$ cat config.mk
export PLATFORM = sky130hd
export DESIGN_NAME = cs_region_decoder
export DESIGN_NICKNAME = d
export VERILOG_FILES = /design/src/rtl/cs_dec_pkg.sv /design/src/rtl/cs_region_slot.sv /design/src/rtl/cs_priority_pick.sv /design/src/rtl/cs_region_decoder.sv
export SDC_FILE = /design/constraint.sdc
export NUM_CORES = 1
export LEC_CHECK = 0
export ABC_AREA = 0
export BUFFER_PORTS_ARGS = -buffer_cell sky130_fd_sc_hd__buf_2
export CAP_MARGIN = 20
export CORE_MARGIN = 3
export CORE_UTILIZATION = 55
export DETAILED_ROUTE_END_ITERATION = 12
export PLACE_DENSITY = 0.74
export SYNTH_ARGS = -nofsm -noshare
export SYNTH_HDL_FRONTEND = slang
export SYNTH_HIERARCHICAL = 1
export SYNTH_SLANG_ARGS = --single-unit
$ cat constraint.sdc
create_clock -name clk -period 2.3 [get_ports clk]
set_clock_uncertainty 0.2 [all_clocks]
set_input_delay 0.23 -clock clk [delete_from_list [all_inputs] [get_ports clk]]
set_output_delay 0.23 -clock clk [all_outputs]
set_load 0.005 [all_outputs]
$ cat src/rtl/cs_dec_pkg.sv
package cs_dec_pkg;

    localparam int NUM_CS  = 8;
    localparam int ADDR_W  = 32;
    localparam int BASE_W  = 6;
    localparam int MASK_W  = 4;
    localparam int PAGE_W  = 8;   // address bits above the 16 MB page

    typedef struct packed {
        logic [MASK_W-1:0] mask;
        logic              valid;
        logic [BASE_W-1:0] base;
    } cs_cfg_t;

    function automatic cs_cfg_t cfg_from_word(input logic [31:0] w);
        cs_cfg_t c;
        c.mask  = w[11:8];
        c.valid = w[6];
        c.base  = w[5:0];
        return c;
    endfunction

    function automatic logic [PAGE_W-1:0] page_of(input logic [ADDR_W-1:0] a);
        return a[ADDR_W-1 -: PAGE_W];
    endfunction

    function automatic logic mask_ok(input logic [MASK_W-1:0] m);
        return (m == 4'hF) || (m == 4'hE) || (m == 4'hC) || (m == 4'h8);
    endfunction

    function automatic logic base_aligned(input logic [BASE_W-1:0] b,
                                          input logic [MASK_W-1:0] m);
        return (b[MASK_W-1:0] & ~m) == '0;
    endfunction

    function automatic logic region_hit(input logic [PAGE_W-1:0] pg,
                                        input logic [BASE_W-1:0] b,
                                        input logic [MASK_W-1:0] m);
        logic [PAGE_W-1:0] full_mask;
        full_mask = {{(PAGE_W-MASK_W){1'b1}}, m};
        return (pg & full_mask) == PAGE_W'(b);
    endfunction

endpackage

$ cat src/rtl/cs_region_slot.sv
module cs_region_slot
    import cs_dec_pkg::*;
#(
    parameter bit RST_ON = 1'b0
) (
    input  logic              clk,
    input  logic              rst,
    input  logic              wr_en,
    input  cs_cfg_t           wr_cfg,
    input  logic [PAGE_W-1:0] page,
    output logic              match,
    output logic              cfg_err
);

    cs_cfg_t           cfg_q;
    logic              act_on;
    logic [BASE_W-1:0] act_base;
    logic [MASK_W-1:0] act_mask;
    logic              err_q;
    logic              wr_legal;

    assign wr_legal = mask_ok(wr_cfg.mask) && base_aligned(wr_cfg.base, wr_cfg.mask);

    always_ff @(posedge clk) begin
        if (rst) begin
            cfg_q    <= '{mask: 4'hF, valid: RST_ON, base: '0};
            act_on   <= RST_ON;
            act_base <= '0;
            act_mask <= 4'hF;
            err_q    <= 1'b0;
        end else if (wr_en) begin
            cfg_q <= wr_cfg;
            if (wr_cfg != cfg_q) begin
                act_on   <= wr_cfg.valid && wr_legal;
                act_base <= wr_cfg.base;
                act_mask <= wr_cfg.mask;
            end
            if (wr_cfg.valid && !wr_legal)
                err_q <= 1'b1;
        end
    end

    assign match   = act_on && region_hit(page, act_base, act_mask);
    assign cfg_err = err_q;


    act_legal_chk: assert property (@(posedge clk) disable iff (rst)
        act_on |-> (mask_ok(act_mask) && base_aligned(act_base, act_mask)));


    err_sticky_chk: assert property (@(posedge clk) disable iff (rst)
        cfg_err |=> cfg_err);


    same_word_stable_chk: assert property (@(posedge clk) disable iff (rst)
        (wr_en && wr_cfg == cfg_q) |=> ($stable(act_on) && $stable(act_base) && $stable(act_mask)));

endmodule

$ cat src/rtl/cs_priority_pick.sv
module cs_priority_pick #(
    parameter int N = 8
) (
    input  logic         clk,
    input  logic         rst,
    input  logic [N-1:0] raw,
    output logic [N-1:0] hit,
    output logic         none
);

    always_comb begin
        hit = '0;
        for (int i = N - 1; i >= 0; i--) begin
            if (raw[i]) begin
                hit    = '0;
                hit[i] = 1'b1;
            end
        end
    end

    assign none = (raw == '0);


    onehot_hit_chk: assert property (@(posedge clk) disable iff (rst)
        $onehot0(hit));


    lowest_wins_chk: assert property (@(posedge clk) disable iff (rst)
        (hit != '0) |-> (((hit & raw) == hit) && ((raw & (hit - 1'b1)) == '0)));

endmodule

$ cat src/rtl/cs_region_decoder.sv
module cs_region_decoder
    import cs_dec_pkg::*;
(
    input  logic                  clk,
    input  logic                  rst,
    input  logic                  wr_en,
    input  logic [2:0]            wr_sel,
    input  logic [31:0]           wr_data,
    input  logic [ADDR_W-1:0]     addr,
    output logic [NUM_CS-1:0]     cs_hit,
    output logic                  miss,
    output logic [NUM_CS-1:0]     cfg_err
);

    localparam int SEL_W = $clog2(NUM_CS);

    cs_cfg_t           wr_cfg;
    logic [PAGE_W-1:0] page;
    logic [NUM_CS-1:0] slot_match;

    assign wr_cfg = cfg_from_word(wr_data);
    assign page   = page_of(addr);

    for (genvar i = 0; i < NUM_CS; i++) begin : g_slot
        cs_region_slot #(.RST_ON(i == 0)) u_slot (
            .clk     (clk),
            .rst     (rst),
            .wr_en   (wr_en && (wr_sel == SEL_W'(i))),
            .wr_cfg  (wr_cfg),
            .page    (page),
            .match   (slot_match[i]),
            .cfg_err (cfg_err[i])
        );
    end

    cs_priority_pick #(.N(NUM_CS)) u_pick (
        .clk  (clk),
        .rst  (rst),
        .raw  (slot_match),
        .hit  (cs_hit),
        .none (miss)
    );


    miss_agree_chk: assert property (@(posedge clk) disable iff (rst)
        miss == ((slot_match == '0) && (cs_hit == '0)));

endmodule

# == Word-level counts from Yosys, hierarchy flattened ==
# Cells that the tools add are included.
# totals
reg_bits,184
out_inout_bits,17
wordCells,143
# classes
n_eq_ne,27
muxes,8
bitwise,10
n_reduce_logical,42
# ops
cell,count
$ne A11 B11 Y1,8
$and A8 B8 Y8,8
$eq A8 B6 Y1,8
$mux W8,8
$reduce_and A2 Y1,16
$logic_and A1 B1 Y1,19
$eq A4 B4 Y1 const B,4
$eq A3 B3 Y1 const B,4
$logic_not A8 Y1,1
$eq A3 B2 Y1 const B,2
$and A4 B4 Y4,1
$logic_not A4 Y1,1
$not A4 Y4,1
$eq A3 B1 Y1 const B,1
$logic_not A3 Y1,1
$logic_or A1 B1 Y1,3
$logic_not A1 Y1,1

# == Longest topological paths before layout ==
# depth
depth_word,11
ltp_mapped,6
mapped_depth_nobuf,6

# == By module ==
# The synthesis kept the hierarchy.
# modules_own_cells
mod,instances,cells_per_inst,area_each_um2,seq_area_each_um2
cs_region_slot at g_slot[1].u_slot ...,7,161,1302.5,460.4
cs_region_slot at g_slot[0].u_slot,1,156,1272.5,460.4
cs_priority_pick,1,12,95.1,0.0
cs_region_decoder,1,8,95.1,0.0

# == Least setup slack after synthesis ==
# OpenSTA, ideal clock, no wires.
# synth_timing
kind,reg2reg
from,reg g_slot[1].u_slot/cfg_q[2] in the netlist's numbering
to,reg g_slot[1].u_slot.act_base[3]
t_arrival_ns,1.521
t_required_ns,2.038
setup_slack_ns,0.518
stages_incl_launch_ff,6
n_path_buf,1
synth_period_minus_slack_ns,1.782
path_cell_list,dfxtp_1 -> xor2_1 -> or3_4 -> buf_6 -> or4_1 -> nand3_1
# synth_between
elab_chain_cells,2
# synth_lines
element,line_no,source
from (decl),cs_region_slot.sv:15,cs_cfg_t cfg_q;
from (signal assigned),cs_region_slot.sv:26,"cfg_q <= '{mask: 4'hF, valid: RST_ON, base: '0};"
from (signal assigned),cs_region_slot.sv:32,cfg_q <= wr_cfg;
$ne A11 B11 Y1,cs_region_slot.sv:33,if (wr_cfg != cfg_q) begin
$reduce_and A2 Y1 (no source line),n/a,
to (signal assigned),cs_region_slot.sv:35,act_base <= wr_cfg.base;
to (decl),cs_region_slot.sv:17,logic [BASE_W-1:0] act_base;
# Every way passes these cells.
# A chain may end at the register's enable or synchronous reset.

# == Final worst setup path ==
# layout_timing
from,reg g_slot[3].u_slot.act_mask[0]
to,out cs_hit[7]
# layout_between
elab_chain_cells,7
# layout_lines
element,line_no,source
from (decl),cs_region_slot.sv:18,logic [MASK_W-1:0] act_mask;
from (signal assigned),cs_region_slot.sv:36,act_mask <= wr_cfg.mask;
$and A8 B8 Y8,cs_dec_pkg.sv:41,return (pg & full_mask) == PAGE_W'(b);
$eq A8 B6 Y1,cs_dec_pkg.sv:41,
$logic_and A1 B1 Y1,cs_region_slot.sv:43,"assign match = act_on && region_hit(page, act_base, act_mask);"
net slot_match[3],cs_region_decoder.sv:19,logic [NUM_CS-1:0] slot_match;
$mux W8 (4 in series),cs_priority_pick.sv:14,if (raw[i]) begin
to (decl),cs_region_decoder.sv:10,"output logic [NUM_CS-1:0] cs_hit,"
# The timed path passes the listed nets, and every way through them passes these cells.

==> reports/results.txt <==
Status: finished with violations
Failing checks: negative setup slack
Routed length on met3: 1.675 mm
Main synth FF type: dfxtp_1
EDFF count, synth: 0
CTS Buf Count: 17
CTS tree: built
Async SR Flop Fraction: 0%
Critical path arrival: 1.95 ns
Netlist area before placement: 10580 sq um
Peak supply drop: 0.5321 mV
Finished Cell Area: 12160 sq um
Port bufs: 41
Row count: 50
DP Wirelength: 19.03 mm
Uppermost layer routed: met4
Max-cap viol count: 0
Metal2 WL: 13.21 mm
Startpoint types: register
Clock transition at path regs: 0.07 ns
M1 WL: 13.43 mm
Syn avg cell area: 8.120 sq um
Root Driver: clkbuf_16
Clock Tree Buf Depth: 2
Routability cong.: 0.8810
Initial antenna violation count: 0
Critical Path Start: g_slot[3].u_slot/act_mask[0]
Detailed Route WL: 28.97 mm
Hold Path Origin: rst
First-pass GRT wire length: 46.63 mm
Final min period: 2.381 ns
Drt drc: 0
RSZ-0062 raised after global routing: true
Synth warn: 6
Starting Density: 56.19%
DP Area: 11420 sq um
CORE AREA: 18830 sq um
Synth Instances: 1303
Final-layout fill cell count: 1609
Clock Sinks: 184
Final Cycle Share: 103.5%
Nets: 1433
CP endpoint kind: output pin
Final setup fails: 6
Req. time, crit path: 1.87 ns
Most frequent cells in the layout: 175 x nand2_1, 175 x dfxtp_1, 104 x a21oi_1
Die Ht: 144.7 um
Share of layout cells above drive strength 1: 13.74%
Vias: 9887
Clk_lat worst skew: 0.43 ns
Final WS setup: -0.08139 ns
Vias in the first global route: 9003
Ports: 87
TritonRoute pass-1 iters: 7
Vias per cell: 6.043
Critical Path Fanout Max: 5
GRT Overall Usage: 27.86%
Slew @ Worst Pin: 0.5795 ns
Leak: 4.629 nW
H-tree Lvls: 4
Die Span X: 144.7 um
Final Hold Viols: 0
Syn nets: 1373
Crit path kind: reg -> out
ANT nets after route: 0
PD cells: 601.4 nW/um^2
Yosys reg bits: 184
Number of diodes: 0
Sequential share of the synthesized area: 34.82%
Setup_tns: -0.3158 ns
Final max-slew violation count: 0
Fmax: 419.9 MHz
Area grow syn2layout: 14.95%
Die ar.: 20940 sq um
Crit Reg-Reg Startpoint: g_slot[5].u_slot/cfg_q[2]
Average wire per cell in the routed design: 17.71 um
Max-slew headroom at the worst pin: 61.37%
Largest net degree at the start of global routing: 41
HP Class: in -> reg
DR iter-0 viols: 900
Gr ovfl total: 0
Synth cell types: 54
[worst paths after layout]
path,end,slack (ns),depth (start not counted)
max reg2reg,g_slot[5].u_slot/act_mask[1],0.33,4
min reg2reg,g_slot[6].u_slot/cfg_err,0.26,1
max,cs_hit[7],-0.08,8
min,g_slot[6].u_slot/cfg_q[6],0.02,2
[cells in the mapped netlist, types with 6 or more instances]
library cell | instances | area, sq um
inv_1 | 32 | 120.1
xor2_1 | 72 | 630.6
o211ai_1 | 32 | 240.2
or4_4 | 8 | 90.09
nand2b_1 | 57 | 356.6
nand4_1 | 31 | 193.9
dfxtp_1 | 184 | 3684
o21ai_0 | 48 | 240.2
or2b_1 | 7 | 52.55
buf_1 | 8 | 30.03
buf_6 | 7 | 78.83
o311ai_0 | 32 | 280.3
o41a_1 | 7 | 78.83
o21a_1 | 8 | 60.06
o311ai_1 | 6 | 52.55
xnor2_1 | 64 | 560.5
or3_4 | 7 | 78.83
o2111ai_1 | 7 | 61.31
nor2_1 | 74 | 277.8
o31a_1 | 8 | 70.07
nand3_1 | 66 | 330.3
o2111a_1 | 8 | 90.09
nand4b_1 | 8 | 70.07
o21bai_1 | 8 | 60.06
nor3_1 | 9 | 45.04
nand3b_1 | 7 | 52.55
mux2i_1 | 32 | 320.3
or4_1 | 42 | 315.3
a21oi_1 | 104 | 520.5
clkinv_1 | 8 | 30.03
clkbuf_1 | 55 | 206.5
nor2b_1 | 7 | 43.79
nand2_1 | 176 | 660.6
nor3b_1 | 49 | 367.9
[flip-flops by register name, summed over array words and instances, names as in the netlist]
name                    flops
g_slot.u_slot/cfg_q        88
g_slot.u_slot/act_base     48
g_slot.u_slot/act_mask     32
g_slot.u_slot/act_on        8
g_slot.u_slot/cfg_err       8
[layer usage]
metal,GRT usage [%],vias up
met5,0,-
met4,8.247,0
met3,5.094,45
met2,44.55,322
met1,38.59,4701
li1,-,4819
[per-stage QoR]
step                      hold WS [ns]  std cells  power (mW)  util [%]  setup WS, ns
after detailed placement        0.2485       1600       4.346     60.63       -0.1484
final                          0.02065       1636       7.314     64.58      -0.08139
after global placement          0.2428       1600       4.326     60.63      -0.09580
after CTS                    0.0005224       1635       7.339     64.40      -0.05123
after global routing           0.01206       1636       7.594     64.58       -0.1695
after floorplan                 0.1587       1303       3.954         -        0.5175
[layout make-up]
| cell class | instances | area (sq um) | area share, % |
|---|---|---|---|
| clock inverter | 12 | 150.1 | 1.235 |
| sequential | 184 | 3697 | 30.40 |
| tap | 260 | 325.3 | 2.675 |
| multi-input combinational | 1007 | 6502 | 53.47 |
| inverter | 40 | 150.1 | 1.235 |
| timing repair buffer | 113 | 889.6 | 7.315 |
| clock buffer | 20 | 446.7 | 3.673 |
[power by group]
part / total (mW) / internal, mW / switching [mW]
registers: 3.35 / 3.28 / 0.0729
logic: 0.952 / 0.364 / 0.588
clock network: 3.01 / 1.74 / 1.28
[cell families (layout without fill, tap and decap cells)]
kind of cell	Yosys count	count (layout)	synth area share [%]
and+or+nand+nor	568	568	29.58
AOI/OAI and AO/OA	271	271	16.80
DFF	184	184	34.82
xor gates and xnor gates	136	136	11.26
buffers and inverters	112	185	4.518
muxes	32	32	3.027
[worst max-delay path, stage by stage (launching register included)]
cell and delay [ns]:
dfxtp_1 0.35, nand2_1 0.07, xor2_1 0.15, nand4_1 0.15, nor2_4 0.06, nor4_4 0.27, buf_6 0.17, and4b_1 0.19
buf_2 0.11
[what timing repair did]
item                       CTS  global route
setup endpoints to repair    7             9
resized for setup           21            12
hold buffers                 2             0
buffers inserted             1             1
pin swaps                    5             6
hold endpoints to repair     2             0
(Power assumes the default switching activity.)
